### config.mk
export PLATFORM = sky130hd
export DESIGN_NAME = tx_msg_seq
export DESIGN_NICKNAME = d
export VERILOG_FILES = /design/src/rtl/tx_seq_pkg.sv /design/src/rtl/tx_seq_ctrl.sv /design/src/rtl/tx_seq_dp.sv /design/src/rtl/tx_msg_seq.sv
export SDC_FILE = /design/constraint.sdc
export NUM_CORES = 1
export LEC_CHECK = 0
export BUFFER_PORTS_ARGS = -buffer_cell sky130_fd_sc_hd__buf_2
export CORE_AREA = 3 3 62 64
export CTS_CLUSTER_DIAMETER = 80
export CTS_CLUSTER_SIZE = 30
export DETAILED_ROUTE_END_ITERATION = 16
export DIE_AREA = 0 0 65 67
export GPL_TIMING_DRIVEN = 0
export PLACE_DENSITY = 0.75
export REMOVE_ABC_BUFFERS = 1
export SLEW_MARGIN = 20
export SYNTH_ARGS = -nofsm -noshare
export SYNTH_HDL_FRONTEND = slang
export SYNTH_SLANG_ARGS = --single-unit
### constraint.sdc
create_clock -name clk -period 3 [get_ports clk]
set_clock_uncertainty 0.2 [all_clocks]
set_input_delay 0 -clock clk [delete_from_list [all_inputs] [get_ports clk]]
set_output_delay 0 -clock clk [all_outputs]
set_load 0.01 [all_outputs]
### src/rtl/tx_seq_pkg.sv
package tx_seq_pkg;
  localparam int FLAG_N  = 5;
  localparam int FLG_REQ = 0;
  localparam int FLG_END = 1;
  localparam int FLG_UDR = 2;
  localparam int FLG_ERR = 3;
  localparam int FLG_ACK = 4;

  typedef struct packed {
    logic takeData;
    logic takeHdr;
    logic setLast;
    logic lastIn;
    logic dropData;
    logic setReq;
    logic setEnd;
    logic setUdr;
    logic setErr;
    logic setAck;
  } seqStrobe_t;
endpackage

### src/rtl/tx_seq_ctrl.sv
module tx_seq_ctrl
  import tx_seq_pkg::*;
#(
  parameter int IDX_W       = 4,
  parameter int REQ_IDX     = 3,
  parameter int ACK_IDX     = 9,
  parameter int UDR_PERIODS = 6
) (
  input  logic             clk,
  input  logic             rst_n,
  input  logic             enable,
  input  logic             startWr,
  input  logic             endWr,
  input  logic             bitDone,
  input  logic [IDX_W-1:0] bitIdx,
  input  logic             ackSeen,
  input  logic             arbLost,
  input  logic             lineErr,
  input  logic             periodTick,
  input  logic             dataValid,
  input  logic             curLast,
  input  logic             isBcast,
  output seqStrobe_t       stb,
  output logic             active,
  output logic             startBit,
  output logic             endBit
);
  localparam int CNT_W = $clog2(UDR_PERIODS + 1);

  logic             retry, firstByte, udrArm;
  logic [CNT_W-1:0] udrCnt;
  logic launch, running, errEv, arbEv, ackEv, ackGood, ackMiss;
  logic finish, nextLoad, udrAtAck, udrTick, underrun, reqEv, abortEv;

  always_comb begin
    launch   = !active && enable && startBit && (retry || dataValid);
    running  = active && enable;
    errEv    = running && lineErr;
    arbEv    = running && !errEv && arbLost && firstByte;
    ackEv    = running && !errEv && !arbEv && bitDone && (bitIdx == IDX_W'(ACK_IDX));
    ackGood  = isBcast ? !ackSeen : ackSeen;
    ackMiss  = ackEv && !ackGood;
    finish   = ackEv && ackGood && curLast;
    nextLoad = ackEv && ackGood && !curLast && dataValid;
    udrAtAck = ackEv && ackGood && !curLast && !dataValid;
    udrTick  = running && !errEv && !arbEv && !ackEv && udrArm && !dataValid &&
               periodTick && (udrCnt == CNT_W'(UDR_PERIODS - 1));
    underrun = udrAtAck || udrTick;
    reqEv    = running && !errEv && !arbEv && bitDone &&
               (bitIdx == IDX_W'(REQ_IDX)) && !curLast;
    abortEv  = errEv || ackMiss || finish || underrun;

    stb          = '0;
    stb.takeData = (launch && !retry) || nextLoad;
    stb.takeHdr  = launch && !retry;
    stb.setLast  = launch || nextLoad;
    stb.lastIn   = endBit;
    stb.dropData = abortEv || !enable;
    stb.setReq   = reqEv;
    stb.setEnd   = finish;
    stb.setUdr   = underrun;
    stb.setErr   = errEv;
    stb.setAck   = ackMiss;
  end

  always_ff @(posedge clk or negedge rst_n) begin
    if (!rst_n) begin
      active <= 1'b0; startBit <= 1'b0; endBit <= 1'b0; retry <= 1'b0;
      firstByte <= 1'b0; udrArm <= 1'b0; udrCnt <= '0;
    end else if (!enable) begin
      active <= 1'b0; startBit <= 1'b0; endBit <= 1'b0; retry <= 1'b0;
      firstByte <= 1'b0; udrArm <= 1'b0; udrCnt <= '0;
    end else begin
      if (startWr) startBit <= 1'b1;
      if (endWr)   endBit   <= 1'b1;
      if (launch) begin
        active <= 1'b1; firstByte <= 1'b1; retry <= 1'b0;
        udrArm <= 1'b0; udrCnt <= '0;
      end
      if (arbEv) begin
        active <= 1'b0; retry <= 1'b1; udrArm <= 1'b0;
      end
      if (nextLoad) begin
        firstByte <= 1'b0; udrArm <= 1'b0; udrCnt <= '0;
      end
      if (reqEv) begin
        udrArm <= 1'b1; udrCnt <= '0;
      end else if (udrArm && dataValid) begin
        udrArm <= 1'b0;
      end else if (udrArm && periodTick) begin
        udrCnt <= udrCnt + 1'b1;
      end
      if (abortEv) begin
        active <= 1'b0; startBit <= 1'b0; endBit <= 1'b0;
        retry <= 1'b0; udrArm <= 1'b0; udrCnt <= '0;
      end
    end
  end

  AST_ACTIVE_HAS_START: assert property (@(posedge clk) disable iff (!rst_n)
    active |-> startBit);
  AST_END_CLEARS: assert property (@(posedge clk) disable iff (!rst_n)
    finish |=> (!startBit && !endBit && !active));
  AST_UDR_BOUND: assert property (@(posedge clk) disable iff (!rst_n)
    udrCnt < CNT_W'(UDR_PERIODS));
  AST_ARB_KEEPS_START: assert property (@(posedge clk) disable iff (!rst_n)
    arbEv |=> (startBit && !active));
  AST_DISABLE_CLEARS: assert property (@(posedge clk) disable iff (!rst_n)
    !enable |=> (!startBit && !endBit && !active));
endmodule

### src/rtl/tx_seq_dp.sv
module tx_seq_dp
  import tx_seq_pkg::*;
#(
  parameter int DATA_W = 8,
  parameter int ADDR_W = 4,
  parameter logic [ADDR_W-1:0] BCAST_ADDR = '1
) (
  input  logic              clk,
  input  logic              rst_n,
  input  logic              dataWr,
  input  logic [DATA_W-1:0] dataIn,
  input  logic [FLAG_N-1:0] flagClr,
  input  seqStrobe_t        stb,
  output logic              dataValid,
  output logic              curLast,
  output logic              isBcast,
  output logic [DATA_W-1:0] curByte,
  output logic [FLAG_N-1:0] flags
);
  logic [DATA_W-1:0] dataReg;
  logic [ADDR_W-1:0] destAddr;
  logic [FLAG_N-1:0] flagSet;

  assign flagSet = {stb.setAck, stb.setErr, stb.setUdr, stb.setEnd, stb.setReq};
  assign isBcast = (destAddr == BCAST_ADDR);

  always_ff @(posedge clk or negedge rst_n) begin
    if (!rst_n) begin
      dataReg <= '0; dataValid <= 1'b0; curByte <= '0; curLast <= 1'b0;
      destAddr <= '0; flags <= '0;
    end else begin
      if (stb.takeData) begin
        curByte   <= dataReg;
        dataValid <= 1'b0;
      end
      if (stb.takeHdr)  destAddr <= dataReg[ADDR_W-1:0];
      if (stb.setLast)  curLast  <= stb.lastIn;
      if (stb.dropData) dataValid <= 1'b0;
      if (dataWr) begin
        dataReg   <= dataIn;
        dataValid <= 1'b1;
      end
      flags <= (flags & ~flagClr) | flagSet;
    end
  end

  AST_LOAD_HAS_DATA: assert property (@(posedge clk) disable iff (!rst_n)
    stb.takeData |-> dataValid);
  AST_FLAG_SET_WINS: assert property (@(posedge clk) disable iff (!rst_n)
    stb.setEnd |=> flags[FLG_END]);
endmodule

### src/rtl/tx_msg_seq.sv
module tx_msg_seq
  import tx_seq_pkg::*;
#(
  parameter int DATA_W      = 8,
  parameter int IDX_W       = 4,
  parameter int REQ_IDX     = 3,
  parameter int ACK_IDX     = 9,
  parameter int UDR_PERIODS = 6
) (
  input  logic              clk,
  input  logic              rst_n,
  input  logic              enable,
  input  logic              startWr,
  input  logic              endWr,
  input  logic              dataWr,
  input  logic [DATA_W-1:0] dataIn,
  input  logic [4:0]        flagClr,
  input  logic              bitDone,
  input  logic [IDX_W-1:0]  bitIdx,
  input  logic              ackSeen,
  input  logic              arbLost,
  input  logic              lineErr,
  input  logic              periodTick,
  output logic              txGo,
  output logic [DATA_W-1:0] txByte,
  output logic              txLast,
  output logic              startBit,
  output logic              endBit,
  output logic [4:0]        flags
);
  seqStrobe_t stb;
  logic dataValid, curLast, isBcast;

  tx_seq_ctrl #(.IDX_W(IDX_W), .REQ_IDX(REQ_IDX), .ACK_IDX(ACK_IDX),
                .UDR_PERIODS(UDR_PERIODS)) u_ctrl (
    .clk(clk), .rst_n(rst_n), .enable(enable), .startWr(startWr), .endWr(endWr),
    .bitDone(bitDone), .bitIdx(bitIdx), .ackSeen(ackSeen), .arbLost(arbLost),
    .lineErr(lineErr), .periodTick(periodTick), .dataValid(dataValid),
    .curLast(curLast), .isBcast(isBcast), .stb(stb), .active(txGo),
    .startBit(startBit), .endBit(endBit));

  tx_seq_dp #(.DATA_W(DATA_W), .ADDR_W(4)) u_dp (
    .clk(clk), .rst_n(rst_n), .dataWr(dataWr), .dataIn(dataIn), .flagClr(flagClr),
    .stb(stb), .dataValid(dataValid), .curLast(curLast), .isBcast(isBcast),
    .curByte(txByte), .flags(flags));

  assign txLast = curLast;
endmodule

* After elaboration in Yosys (flattened, before gate mapping)
Cells that the tools add are included.
Word-level totals: register bits after elaboration 36, output and inout port bits 17, logic and storage cells 105, input port bits 28
Operators by class: bitwise gates (word level) 3, muxes and demuxes 33, reductions and logical operators 46, $add $sub $neg 1, equality and inequality tests 9
Operators by type and width (count):
- $logic_and 1x1->1 | 27
- $mux 1 | 26
- $mux 3 | 7
- $logic_not 1->1 | 10
- $ne 3x1->1 const B | 3
- $eq 4x4->1 const B | 2
- $logic_or 1x1->1 | 8
- $ne 7x1->1 const B | 1
- $and 5x5->5 | 1
- $not 5->5 | 1
- $or 5x5->5 | 1
- $eq 4x2->1 const B | 1
- $ne 4x1->1 const B | 1
- $add 3x1->3 const B | 1
- $eq 3x3->1 const B | 1
- $reduce_bool 3->1 | 1

* Longest topological paths before layout
word-level depth 21, mapped depth 7, mapped depth without buffers 7

* Hierarchy
A second synthesis with hierarchy kept.
Unflattened totals: cell total of the unflattened synthesis 149, area total of the unflattened synthesis 1843.0 um2
Modules (own cells, without submodules):
- tx_seq_dp | area an instance 1072.3 um2, instances 1, sequential area each 675.6 um2, cells each 63
- tx_seq_ctrl | area an instance 770.7 um2, instances 1, sequential area each 225.2 um2, cells each 86

* Least setup slack after synthesis
OpenSTA, ideal clock, no wires.
path type register to register, start reg u_ctrl.active, end reg u_dp.curByte[0], setup slack 848 ps, library setup time 125 ps, buffers on the path 1, data required time 2675 ps, stages on the path, launching flop included 7, arrival 1827 ps, clock period less this slack 2152 ps, cells stage by stage dfrtp_1 -> and3b_2 -> nand2_2 -> or4_1 -> buf_6 -> nand2_8 -> mux2_4
Between the ends: cells in the longest elaborated chain, start to end 14, elaborated cells between the ends (all ways) 19, those cells by class 19 x reduce/logical
Ends and longest elaborated chain:
- from (decl) | RTL line tx_seq_ctrl.sv:24 | output logic active,
- from (signal assigned) | RTL line tx_seq_ctrl.sv:68 | active <= 1'b0; startBit <= 1'b0; endBit <= 1'b0; retry <= 1'b0;
- from (signal assigned) | RTL line tx_seq_ctrl.sv:71 | active <= 1'b0; startBit <= 1'b0; endBit <= 1'b0; retry <= 1'b0;
- from (signal assigned) | RTL line tx_seq_ctrl.sv:77 | active <= 1'b1; firstByte <= 1'b1; retry <= 1'b0;
- $logic_and 1x1->1 | RTL line tx_seq_ctrl.sv:37 | running = active && enable;
- $logic_and 1x1->1 | RTL line tx_seq_ctrl.sv:38 | errEv = running && lineErr;
- $logic_not 1->1 | RTL line tx_seq_ctrl.sv:39, tx_seq_ctrl.sv:40
- $logic_and 1x1->1 | RTL line tx_seq_ctrl.sv:39, tx_seq_ctrl.sv:40
- $logic_and 1x1->1 (2 in series) | RTL line tx_seq_ctrl.sv:39 | arbEv = running && !errEv && arbLost && firstByte;
- $logic_not 1->1 | RTL line tx_seq_ctrl.sv:40 | ackEv = running && !errEv && !arbEv && bitDone && (bitIdx == IDX_W'(ACK_IDX));
- $logic_and 1x1->1 (3 in series) | RTL line tx_seq_ctrl.sv:40
- $logic_and 1x1->1 (3 in series) | RTL line tx_seq_ctrl.sv:44 | nextLoad = ackEv && ackGood && !curLast && dataValid;
- $logic_or 1x1->1 (*) | RTL line tx_seq_ctrl.sv:54 | stb.takeData = (launch && !retry) || nextLoad;
- to (signal assigned) | RTL line tx_seq_dp.sv:33 | curByte <= dataReg;
- to (decl) | RTL line tx_seq_dp.sv:17 | output logic [DATA_W-1:0] curByte,
Every way passes the cells marked *; elsewhere a longest branch is shown, timed or not. A chain may end at the register's enable or synchronous reset.

* Worst setup path after layout
start reg u_dp.curLast, end reg u_ctrl.udrArm
Between the ends: cells in the longest elaborated chain, start to end 8, elaborated cells between the ends (all ways) 15, those cells by class 1 x eq/ne; 5 x mux; 9 x reduce/logical
Ends and longest elaborated chain:
- from (decl) | RTL line tx_seq_dp.sv:15 | output logic curLast,
- from (signal assigned) | RTL line tx_seq_dp.sv:37 | if (stb.setLast) curLast <= stb.lastIn;
- $logic_not 1->1 | RTL line tx_seq_ctrl.sv:44, tx_seq_ctrl.sv:45, tx_seq_ctrl.sv:50
- $logic_and 1x1->1 | RTL line tx_seq_ctrl.sv:44, tx_seq_ctrl.sv:45
- $logic_and 1x1->1 | RTL line tx_seq_ctrl.sv:44
- $mux 1 | RTL line tx_seq_ctrl.sv:83 | if (nextLoad) begin
- $mux 1 | RTL line tx_seq_ctrl.sv:88 | end else if (udrArm && dataValid) begin
- $mux 1 | RTL line tx_seq_ctrl.sv:86 | if (reqEv) begin
- $mux 1 | RTL line tx_seq_ctrl.sv:93 | if (abortEv) begin
- $mux 1 | RTL line tx_seq_ctrl.sv:70 | end else if (!enable) begin
- to (signal assigned) | RTL line tx_seq_ctrl.sv:72 | firstByte <= 1'b0; udrArm <= 1'b0; udrCnt <= '0;
- to (signal assigned) | RTL line tx_seq_ctrl.sv:87 | udrArm <= 1'b1; udrCnt <= '0;
- to (signal assigned) | RTL line tx_seq_ctrl.sv:89 | udrArm <= 1'b0;
- to (decl) | RTL line tx_seq_ctrl.sv:30 | logic retry, firstByte, udrArm;
Parallel ways exist; a longest one is shown, timed or not.

==> results.sh <==
export IMPL_initial_core_util_pct=49.7
export IMPL_drive_gt1_share_pct=35.7
export IMPL_grt_max_degree=37
export IMPL_outcome="finished, final reports clean"
export IMPL_globalRouteMet3Util_pct=5.73
export IMPL_synth_seq_cells=36
export IMPL_die_x_um=65
export IMPL_synth_area_leader_cell="dfrtp_1"
export IMPL_synthCells=141
export IMPL_crit_type="reg -> reg"
export IMPL_antenna_found_initial=0
export IMPL_p_per_area_nw_per_um2=500
export IMPL_h_tree_depth=2
export IMPL_slew_limit_headroom_pct=48.7
export IMPL_fillCellCount=263
export IMPL_synthArstFlopShare_pct=100
export IMPL_grt_pass1_wl_mm=6.29
export IMPL_cts_tree="built"
export IMPL_wire_per_inst_um=14.3
export IMPL_top_usage_layer="met2"
export IMPL_crit_fanout=3
export IMPL_holdWs_ns=0.0608
export IMPL_period_share_pct=96.8
export IMPL_clock_latency_ns=0.34
export IMPL_met1_usage_pct=22.0
export IMPL_critPathArrivalTime_ns=2.97
export IMPL_drc_errors=0
export IMPL_grt_use_met2_pct=34.6
export IMPL_nNetsFinal=257
export IMPL_grt_use_total_pct=19.5
export IMPL_synth_area_top_cells="dfrtp_1 (54%), mux2_2 (8.8%), mux2_4 (7.2%)"
export IMPL_p_leak_nw=1.12
export IMPL_place_congestion=0.903
export IMPL_hpwl_mm=2.55
export IMPL_placed_cells=229
export IMPL_root_buffer="clkbuf_4"
export IMPL_ys_flop_type="dfrtp_1"
export IMPL_rows=21
export IMPL_ios=45
export IMPL_first_global_vias=1405
export IMPL_clock_sinks=36
export IMPL_clk_path_buf_depth=2
export IMPL_finalSetupTns_ns=0
export IMPL_numCtsBuffers=5
export IMPL_fp_dieH_um=67
export IMPL_setup_viol=0
export IMPL_hold_viol_final=0
export IMPL_slew_violations=0
export IMPL_ys_types=38
export IMPL_fmax_mhz=344
export IMPL_num_vias=1394
export IMPL_port_buffers=44
export IMPL_yosysWarnings=0
export IMPL_synth_edf_count=0
export IMPL_period_needed_ns=2.91
export IMPL_cp_data_required_time_ns=3.07
export IMPL_drt_wl_total_mm=3.91
export IMPL_fp_coreArea_um2=3340
export IMPL_max_cap_violations=0
export IMPL_drt_pre_antenna_iters=4
export IMPL_die_area_um2=4360
export IMPL_n_antenna_cell=0
export IMPL_max_vdd_ir_drop_mv=0.409
export IMPL_vias_per_cell=5.11
export IMPL_drtIter0Drc=98
export IMPL_place_area_um2=1920
export IMPL_seq_area_frac_synth_pct=54.3
export IMPL_area_delta_synth_final_pct=42.0
export IMPL_grt_setup_unrepaired="false"
export IMPL_end_kind="flip-flop"
export IMPL_syn_area_um2=1660
export IMPL_final_cell_area_um2=2360
export IMPL_ant_nets=0
export IMPL_fin_cells=273
export IMPL_start_kind="flip-flop"
export IMPL_clk_pin_slew_ns=0.11
export IMPL_synth_top_area_share_pct=54.3
export IMPL_gr_total_overflow=0
export IMPL_worst_pin_slew_ns=0.769
export IMPL_hold_path_class="in -> reg"
export IMPL_avgSynthCellArea_um2=11.8
## repair_timing
action	CTS	global route
endpoints found under the hold margin	59	0
hold buffers	36	0
gates resized for setup	0	1
setup buffers	0	1
endpoints found under the setup margin	0	1
## registers in the layout (all words and copies together) (netlist names)
signal            cells
u_ctrl.active         1
u_ctrl.endBit         1
u_ctrl.firstByte      1
u_ctrl.retry          1
u_ctrl.startBit       1
u_ctrl.udrArm         1
u_ctrl.udrCnt         3
u_dp.curByte          8
u_dp.curLast          1
u_dp.dataReg          8
u_dp.dataValid        1
u_dp.destAddr         4
u_dp.flags            5
## cells by family (layout without fill, tap and decap cells)
kind of cell	Yosys count	in the layout	share of synthesized area [%]
flip-flops	36	36	54.3
AND/OR/NAND/NOR	47	47	15.5
XOR/XNOR	1	1	0.528
buffers and inverters	9	95	2.49
adder cells (fa/ha/maj)	2	2	1.51
AO/OA/AOI/OAI	24	24	8.97
multiplexers	22	22	16.7
## report_power, final
group / switching (mW) / total (mW) / internal [mW]
sequential: 0.0472 / 0.606 / 0.559
combinational: 0.114 / 0.283 / 0.169
clock: 0.155 / 0.288 / 0.133
## cells in the mapped netlist, drive strengths merged, types with 2 or more instances
library cell / instances
o22ai: 2
nor2: 15
inv: 7
a31oi: 2
or4: 2
nor2b: 3
mux2: 21
nand2: 10
or3: 2
nor3: 3
dfrtp: 36
nand3: 4
ha: 2
a21oi: 7
o21ai: 6
## layout by cell type (no fill, tap or decap), types with 5 or more instances in the layout
cell type,n
a21oi_1,7
buf_2,44
clkbuf_4,5
dfrtp_1,35
dlygate4sd3_1,36
inv_1,7
mux2_2,13
mux2_4,8
nand2_1,8
nor2_1,15
o21ai_0,6
## path summary, 6_finish.rpt
check	startpoint	to	slack, ns	cells past startpoint
max	u_dp.curLast$_DFFE_PN0P_	u_ctrl.udrArm$_DFFE_PN0P_	0.09	5
min	bitIdx[1]	u_ctrl.udrCnt[1]$_DFF_PN0_	0.06	5
max reg2reg	u_dp.curLast$_DFFE_PN0P_	u_ctrl.udrArm$_DFFE_PN0P_	0.09	5
min reg2reg	u_dp.destAddr[3]$_DFFE_PN0P_	u_dp.destAddr[3]$_DFFE_PN0P_	0.31	1
max in group asynchronous	rst_n	u_dp.curLast$_DFFE_PN0P_	2.00	2
min in group asynchronous	rst_n	u_ctrl.udrCnt[0]$_DFF_PN0_	0.07	2
## layer usage
metal,share of wire [%],vias up
met2,51,43
met1,42,671
met3,5.6,8
met4,1.1,0
met5,0,-
li1,-,672
## critical path, cell delays in order (launching register included)
cell and delay (ns):
dfrtp_2 0.42, or3b_2 0.47, dlygate4sd3_1 0.58, or3_2 0.47
dlygate4sd3_1 0.58, a21oi_1 0.12
## per-stage QoR
stage / total power [mW] / setup WS [ns] / util (%)
floorplan: 0.746 / 0.775 / -
detailed placement: 0.847 / 0.631 / 57.6
global placement: 0.835 / 0.676 / 57.6
CTS: 1.18 / 0.0439 / 70.3
global route: 1.24 / 0.00781 / 70.6
finish: 1.18 / 0.0946 / 70.6
## cell type report
class	count	area, um^2	area share (%)
inverter	7	26.3	1.12
clock buffer	7	65.1	2.76
multi-input combinational	96	717	30.4
tap	46	57.6	2.44
timing repair buffer	81	588	25.0
sequential	36	902	38.3
Power figures use the tool's default switching activity.
